`config.mk`:
```
export PLATFORM = sky130hd
export DESIGN_NAME = ow_cmd_seq
export DESIGN_NICKNAME = d
export VERILOG_FILES = /design/src/rtl/ow_seq_pkg.sv /design/src/rtl/ow_reg_script.sv /design/src/rtl/ow_poll_timer.sv /design/src/rtl/ow_cmd_seq.sv
export SDC_FILE = /design/constraint.sdc
export NUM_CORES = 1
export LEC_CHECK = 0
export BUFFER_PORTS_ARGS = -buffer_cell sky130_fd_sc_hd__buf_2
export CELL_PAD_IN_SITES_DETAIL_PLACEMENT = 0
export CELL_PAD_IN_SITES_GLOBAL_PLACEMENT = 1
export CORE_ASPECT_RATIO = 1.75
export CORE_MARGIN = 4
export CORE_UTILIZATION = 45
export CTS_CLUSTER_DIAMETER = 200
export DETAILED_ROUTE_END_ITERATION = 10
export PLACE_DENSITY = 0.89
export SLEW_MARGIN = 20
export SYNTH_ARGS = -nofsm -noshare
export SYNTH_HDL_FRONTEND = slang
export SYNTH_SLANG_ARGS = --single-unit
```
`constraint.sdc`:
```
create_clock -name clk -period 14.04 [get_ports clk]
set_clock_uncertainty 0.05 [all_clocks]
set_input_delay 2.808 -clock clk [delete_from_list [all_inputs] [get_ports clk]]
set_output_delay 2.808 -clock clk [all_outputs]
set_load 0.005 [all_outputs]
```
`src/rtl/ow_seq_pkg.sv`:
```
package ow_seq_pkg;

  // Word offsets inside the register window
  localparam logic [7:0] OFS_CODE = 8'h40;
  localparam logic [7:0] OFS_DATA = 8'h42;
  localparam logic [7:0] OFS_ADRL = 8'h44;
  localparam logic [7:0] OFS_ADRH = 8'h45;
  localparam logic [7:0] OFS_MPRL = 8'h48;
  localparam logic [7:0] OFS_MPRH = 8'h49;
  localparam logic [7:0] OFS_EXEC = 8'h60;
  localparam logic [7:0] OFS_STAT = 8'h66;
  localparam logic [7:0] OFS_BUFP = 8'h08;

  localparam logic [15:0] CODE_BUF_PROG = 16'h00E9;
  localparam logic [15:0] CODE_BUF_OVWR = 16'h00EA;
  localparam logic [15:0] EXEC_GO       = 16'h0001;

  localparam logic [31:0] RDY_MASK_ONE  = 32'h0000_0080;
  localparam logic [31:0] RDY_MASK_PAIR = 32'h0080_0080;

  typedef enum logic [3:0] {
    S_IDLE, S_REG, S_PTR, S_PTRW, S_FILL, S_EXEC, S_ST0, S_ST1, S_ST2, S_DONE
  } seq_state_t;

  function automatic logic is_buffered(input logic [15:0] code);
    return (code == CODE_BUF_PROG) || (code == CODE_BUF_OVWR);
  endfunction

  function automatic logic status_ready(input logic [31:0] sr, input logic pair);
    logic [31:0] m;
    m = pair ? RDY_MASK_PAIR : RDY_MASK_ONE;
    return (sr & m) == m;
  endfunction

endpackage

```
`src/rtl/ow_reg_script.sv`:
```
module ow_reg_script
  import ow_seq_pkg::*;
(
  input  logic [2:0]  step,
  input  logic        upper,
  input  logic [15:0] code,
  input  logic [31:0] data,
  input  logic [31:0] addr,
  input  logic [31:0] mpr,
  output logic [7:0]  offset,
  output logic [15:0] value
);

  always_comb begin
    case (step)
      3'd0: begin offset = OFS_CODE; value = code; end
      3'd1: begin offset = OFS_DATA; value = upper ? data[31:16] : data[15:0]; end
      3'd2: begin offset = OFS_ADRL; value = addr[15:0]; end
      3'd3: begin offset = OFS_ADRH; value = addr[31:16]; end
      3'd4: begin offset = OFS_MPRL; value = mpr[15:0]; end
      3'd5: begin offset = OFS_MPRH; value = mpr[31:16]; end
      default: begin offset = 8'h00; value = 16'h0000; end
    endcase
  end

endmodule

```
`src/rtl/ow_poll_timer.sv`:
```
module ow_poll_timer #(
  parameter int TW = 16
) (
  input  logic          clk,
  input  logic          rst_n,
  input  logic          clr,
  input  logic          inc,
  input  logic [TW-1:0] limit,
  output logic          at_limit
);

  logic [TW-1:0] cnt_q;

  always_ff @(posedge clk or negedge rst_n) begin
    if (!rst_n)   cnt_q <= '0;
    else if (clr) cnt_q <= '0;
    else if (inc) cnt_q <= cnt_q + TW'(1);
  end

  assign at_limit = (cnt_q == limit);

endmodule

```
`src/rtl/ow_cmd_seq.sv`:
```
module ow_cmd_seq
  import ow_seq_pkg::*;
#(
  parameter int AW  = 32,
  parameter int TW  = 16,
  parameter int PCW = 8
) (
  input  logic           clk,
  input  logic           rst_n,
  input  logic           pair_mode,
  input  logic [AW-1:0]  win_base,
  input  logic [TW-1:0]  tmo_limit,
  input  logic           req_valid,
  output logic           req_ready,
  input  logic [15:0]    req_code,
  input  logic [31:0]    req_data,
  input  logic [31:0]    req_addr,
  input  logic [31:0]    req_mpr,
  output logic [PCW-1:0] pay_idx,
  input  logic [15:0]    pay_data,
  output logic           mem_wr,
  output logic           mem_rd,
  output logic [AW-1:0]  mem_addr,
  output logic [15:0]    mem_wdata,
  input  logic [15:0]    mem_rdata,
  output logic           busy,
  output logic           done,
  output logic           fail
);

  localparam logic [2:0] STEP_LAST = 3'd5;

  seq_state_t     state_q;
  logic [15:0]    code_q;
  logic [31:0]    data_q, addr_q, mpr_q;
  logic [AW-1:0]  base_q;
  logic [TW-1:0]  lim_q;
  logic           pair_q;
  logic [2:0]     step_q;
  logic           upper_q;
  logic [15:0]    ptr_q;
  logic [PCW-1:0] cnt_q;
  logic [15:0]    lo_q;
  logic           fail_q;

  logic [7:0]     scr_off;
  logic [15:0]    scr_val;
  logic [PCW-1:0] fill_cnt;
  logic           fill_last;
  logic [31:0]    sr_word;
  logic           tmr_at_limit;

  // Named internal events, used by the bound checker
  logic ev_accept, ev_eval, ev_ready, ev_tmo;

  function automatic logic [AW-1:0] ow_addr(input logic [AW-1:0] b, input logic [7:0] off,
                                            input logic pair, input logic up);
    logic [AW-1:0] o;
    o = AW'(off);
    return b + (pair ? (o << 2) : (o << 1)) + (up ? AW'(2) : AW'(0));
  endfunction

  ow_reg_script u_script (
    .step   (step_q),
    .upper  (upper_q),
    .code   (code_q),
    .data   (data_q),
    .addr   (addr_q),
    .mpr    (mpr_q),
    .offset (scr_off),
    .value  (scr_val)
  );

  assign fill_cnt  = mpr_q[PCW-1:0];
  assign fill_last = (cnt_q == fill_cnt - PCW'(1));

  assign ev_accept = req_valid && req_ready;
  assign ev_eval   = ((state_q == S_ST1) && !pair_q) || (state_q == S_ST2);
  assign sr_word   = (state_q == S_ST2) ? {mem_rdata, lo_q} : {16'h0000, mem_rdata};
  assign ev_ready  = ev_eval && status_ready(sr_word, pair_q);
  assign ev_tmo    = ev_eval && !ev_ready && tmr_at_limit;

  ow_poll_timer #(.TW(TW)) u_timer (
    .clk      (clk),
    .rst_n    (rst_n),
    .clr      (ev_accept),
    .inc      (ev_eval && !ev_ready && !tmr_at_limit),
    .limit    (lim_q),
    .at_limit (tmr_at_limit)
  );

  // Bus drive, one access per cycle
  always_comb begin
    mem_wr    = 1'b0;
    mem_rd    = 1'b0;
    mem_addr  = '0;
    mem_wdata = 16'h0000;
    case (state_q)
      S_REG: begin
        mem_wr    = 1'b1;
        mem_addr  = ow_addr(base_q, scr_off, pair_q, upper_q);
        mem_wdata = scr_val;
      end
      S_PTR: begin
        mem_rd   = 1'b1;
        mem_addr = ow_addr(base_q, OFS_BUFP, pair_q, 1'b0);
      end
      S_FILL: begin
        mem_wr    = 1'b1;
        mem_addr  = base_q + AW'(ptr_q) + AW'(cnt_q);
        mem_wdata = pay_data;
      end
      S_EXEC: begin
        mem_wr    = 1'b1;
        mem_addr  = ow_addr(base_q, OFS_EXEC, pair_q, upper_q);
        mem_wdata = EXEC_GO;
      end
      S_ST0: begin
        mem_rd   = 1'b1;
        mem_addr = ow_addr(base_q, OFS_STAT, pair_q, 1'b0);
      end
      S_ST1: begin
        if (pair_q) begin
          mem_rd   = 1'b1;
          mem_addr = ow_addr(base_q, OFS_STAT, pair_q, 1'b1);
        end
      end
      default: ;
    endcase
  end

  always_ff @(posedge clk or negedge rst_n) begin
    if (!rst_n) begin
      state_q <= S_IDLE;
      code_q  <= '0;
      data_q  <= '0;
      addr_q  <= '0;
      mpr_q   <= '0;
      base_q  <= '0;
      lim_q   <= '0;
      pair_q  <= 1'b0;
      step_q  <= '0;
      upper_q <= 1'b0;
      ptr_q   <= '0;
      cnt_q   <= '0;
      lo_q    <= '0;
      fail_q  <= 1'b0;
    end else begin
      case (state_q)
        S_IDLE: begin
          if (ev_accept) begin
            code_q  <= req_code;
            data_q  <= req_data;
            addr_q  <= req_addr;
            mpr_q   <= req_mpr;
            base_q  <= win_base;
            lim_q   <= tmo_limit;
            pair_q  <= pair_mode;
            step_q  <= '0;
            upper_q <= 1'b0;
            fail_q  <= 1'b0;
            state_q <= S_REG;
          end
        end
        S_REG: begin
          if (step_q == STEP_LAST) begin
            step_q <= '0;
            if (pair_q && !upper_q) begin
              upper_q <= 1'b1;
            end else begin
              upper_q <= 1'b0;
              state_q <= is_buffered(code_q) ? S_PTR : S_EXEC;
            end
          end else begin
            step_q <= step_q + 3'd1;
          end
        end
        S_PTR: state_q <= S_PTRW;
        S_PTRW: begin
          ptr_q   <= mem_rdata;
          cnt_q   <= '0;
          state_q <= (fill_cnt == '0) ? S_EXEC : S_FILL;
        end
        S_FILL: begin
          cnt_q <= cnt_q + PCW'(1);
          if (fill_last) state_q <= S_EXEC;
        end
        S_EXEC: begin
          if (pair_q && !upper_q) begin
            upper_q <= 1'b1;
          end else begin
            upper_q <= 1'b0;
            state_q <= S_ST0;
          end
        end
        S_ST0: state_q <= S_ST1;
        S_ST1, S_ST2: begin
          if (state_q == S_ST1) lo_q <= mem_rdata;
          if ((state_q == S_ST1) && pair_q) begin
            state_q <= S_ST2;
          end else if (ev_ready) begin
            state_q <= S_DONE;
          end else if (ev_tmo) begin
            fail_q  <= 1'b1;
            state_q <= S_DONE;
          end else begin
            state_q <= S_ST0;
          end
        end
        S_DONE:  state_q <= S_IDLE;
        default: state_q <= S_IDLE;
      endcase
    end
  end

  assign pay_idx   = cnt_q;
  assign req_ready = (state_q == S_IDLE);
  assign busy      = !req_ready;
  assign done      = (state_q == S_DONE);
  assign fail      = done && fail_q;

endmodule

```
==> results.md <==
* DR iter-0 viols at 1058
* Nets at roughly 2400
* Final instance area at approximately 17000 µm²
* Pin count of the biggest net entering global routing at about 120
* Max VDD drop at ~0.11 mV
* CTS sink cnt at ~210
* Worst setup margin at between 5 and 6 ns
* Status: finished clean
* Max Cap Violations at 0
* Fmax at between 0.1 and 0.15 GHz
* Placed wire-length estimate at ~42 mm
* Most common cell in the netlist: nand2_1
* Maximum buffer depth of the clock tree at 3
* Count of cell types in the netlist at slightly below 80
* Hold Startpoint: data_q[4]
* Synth area leaders: dfrtp_1, nand2_1, xnor2_1, ha_1, o21ai_0
* Startpoint Class: register
* Top-area cell type share of the netlist area at between 30% and 40%
* CTS H-tree lvls at 1
* Final Util at between 50% and 60%
* Core footprint at between 30000 and 40000 µm²
* Post-CTS repair timing setup buffer count at 0
* Post-CTS Resized at 0
* Global route overflow at 0
* Yosys Warn Count at 0
* Vias per cell at 5.939
* CP Class: reg -> out
* Starting Density at between 40% and 50%
* First-pass GRT wire length at between 80 and 90 mm
* Row count at between 80 and 90
* I/O Buffers at about 260
* Clk_lat worst skew at 0.51 ns
* Worst EP required at ~11 ns
* Via count at 15050
* Hold crit path type: reg -> reg
* Die width at around 150 µm
* Fin cells at around 2500
* Mapped Avg Cell Area at about 7.8 µm²
* Hold Vio Cnt, Final at 0
* DRC at 0
* Hold_buf cts at 0
* Worst r2r src: state_q[2]
* CTS tree: done
* Setup_tns at 0 ns
* GRT Total Usage at 29.01%
* Max-slew violations at 0
* Ports at 258
* CTS Buf Count at 21
* Placement Setup Slack at around 5.7 ns
* Total Power at 4.187 mW
* Vias in the first global route at approximately 15000
* Post-synthesis cell count at 1930
* Max_slew headroom at about 33%
* Final ANT Viol Nets at 0
* Total Die Area at about 36000 µm²
* Placed cell area at 16480 µm²
* Placer Congestion at around 0.99
* Async S/R FF share, synth at between 90% and 100%
* Post-route clock period utilization at approximately 63%
* Power Density at ~240 nW/µm²
* Total Wirelength at ~54 mm
* Worst Path Max Fanout at 30
* Minimum clock period at between 8 and 9 ns
* Slew @ Worst Pin at a little over 1 ns
* Root buffer cell: clkbuf_16
* Synth cell count leaders: nand2_1, dfrtp_1, nor2_1, o21ai_0, clkbuf_1
* Worst setup path start: step_q[1]
* Final setup viols at 0
* Die H at around 250 µm
* Pre-antenna DRT Iters at 5
* Leakage at about 8 nW
* Proportion of layout cells with a drive suffix above 1 at between 15 and 20%
* CP Capture Type: output pin
* Ys flop type: dfrtp_1
* Initial antenna violation count at 4
* Synthesized area at approximately 15000 µm²
* WP data arrival at 6.03 ns
* Largest area contributor in the netlist: dfrtp_1
* Synthesized flop and latch total at ~210
* Area added between synthesis and finish at 14.81%
* # placed instances at roughly 2500
* CTS clk-pin slew, worst paths at ~0.06 ns
* RSZ-0062 raised after global routing: no
* Hold_ws at ~0.42 ns
* Routed len/inst at between 20 and 25 µm
* Post-synth EDFFs at 0
* Sequential share of the synthesized area at about a third
* Syn Nets at around 2200
==> state kept, by name, indices dropped and copies added, names as in the netlist <==
name,cells
pay_idx,8
state_q,4
lim_q,16
upper_q,1
fail_q,1
lo_q,1
mpr_q,32
step_q,3
addr_q,32
ptr_q,16
u_timer.cnt_q,16
base_q,32
code_q,16
pair_q,1
data_q,32
==> worst max-delay path, stage by stage (launching register included) <==
cell,delay (ns)
dfrtp_1,1.01
nor2b_1,0.75
o21ai_0,0.16
a21oi_1,0.18
ha_1,0.26
ha_1,0.23
fa_1,0.44
a211oi_1,0.31
o21ai_0,0.15
a21oi_1,0.58
nand3b_1,0.34
o22a_1,0.31
nor4_1,0.09
a221oi_1,0.29
o211ai_1,0.24
buf_2,0.18
==> cells in the final DEF (no fill, tap or decap), types with 17 or more instances in the layout <==
master	instances
a21oi_1	71
a22oi_1	22
buf_2	256
buf_4	19
clkbuf_16	21
dfrtp_1	211
ha_1	51
inv_1	19
mux2i_1	31
nand2_1	618
nand3_1	40
nand4_1	36
nor2_1	117
nor3_1	28
nor4_1	17
o211ai_1	18
o21ai_0	111
o221ai_1	19
o22ai_1	22
xnor2_1	85
xor2_1	51
==> power breakdown <==
group	internal, mW	total [mW]	switching, mW
combinational	0.955	2.39	1.43
clock	0.326	0.570	0.243
sequential	0.857	1.23	0.371
total	2.14	4.19	2.05
==> cell families (layout without fill, tap and decap cells) <==
kind of cell | Yosys count | after routing | share of synthesized area, %
and+or+nand+nor | 959 | 959 | 27.91
AOI/OAI and AO/OA | 382 | 382 | 16.68
DFF | 211 | 211 | 35.27
buffers and inverters | 140 | 335 | 3.644
xor gates and xnor gates | 136 | 136 | 7.956
adders and majority gates | 63 | 63 | 5.867
muxes | 39 | 39 | 2.674
other | 0 | 4 | 0
==> layout make-up <==
cell class                      count  area [µm²]
Fill cell                        3243       15730
Multi-Input combinational cell   1579        9171
Sequential cell                   211        5280
Timing Repair Buffer              277        1449
Clock buffer                       29       615.6
Tap cell                          405       506.7
Inverter                           21       78.83
Clock inverter                      8       77.57
Antenna cell                        4       10.01
==> final timing paths <==
kind,depth (start not counted),slack (ns),end
max,15,5.16,mem_addr[28]
min,2,0.42,data_q[4]
max reg2reg,10,10.47,u_timer.cnt_q[15]
min reg2reg,2,0.42,data_q[4]
max in group asynchronous,2,10.24,base_q[28]
min in group asynchronous,1,2.24,ptr_q[14]
==> routing by layer <==
metal | track usage, % | up-vias | share of wire [%]
met1 | 30.68 | 7168 | 35
met3 | 3.640 | 206 | 5.2
li1 | - | 7076 | -
met5 | 0 | - | 0
met2 | 53.66 | 600 | 52
met4 | 18.58 | 0 | 7.3
No activity file was read; power rests on OpenSTA's default activity.
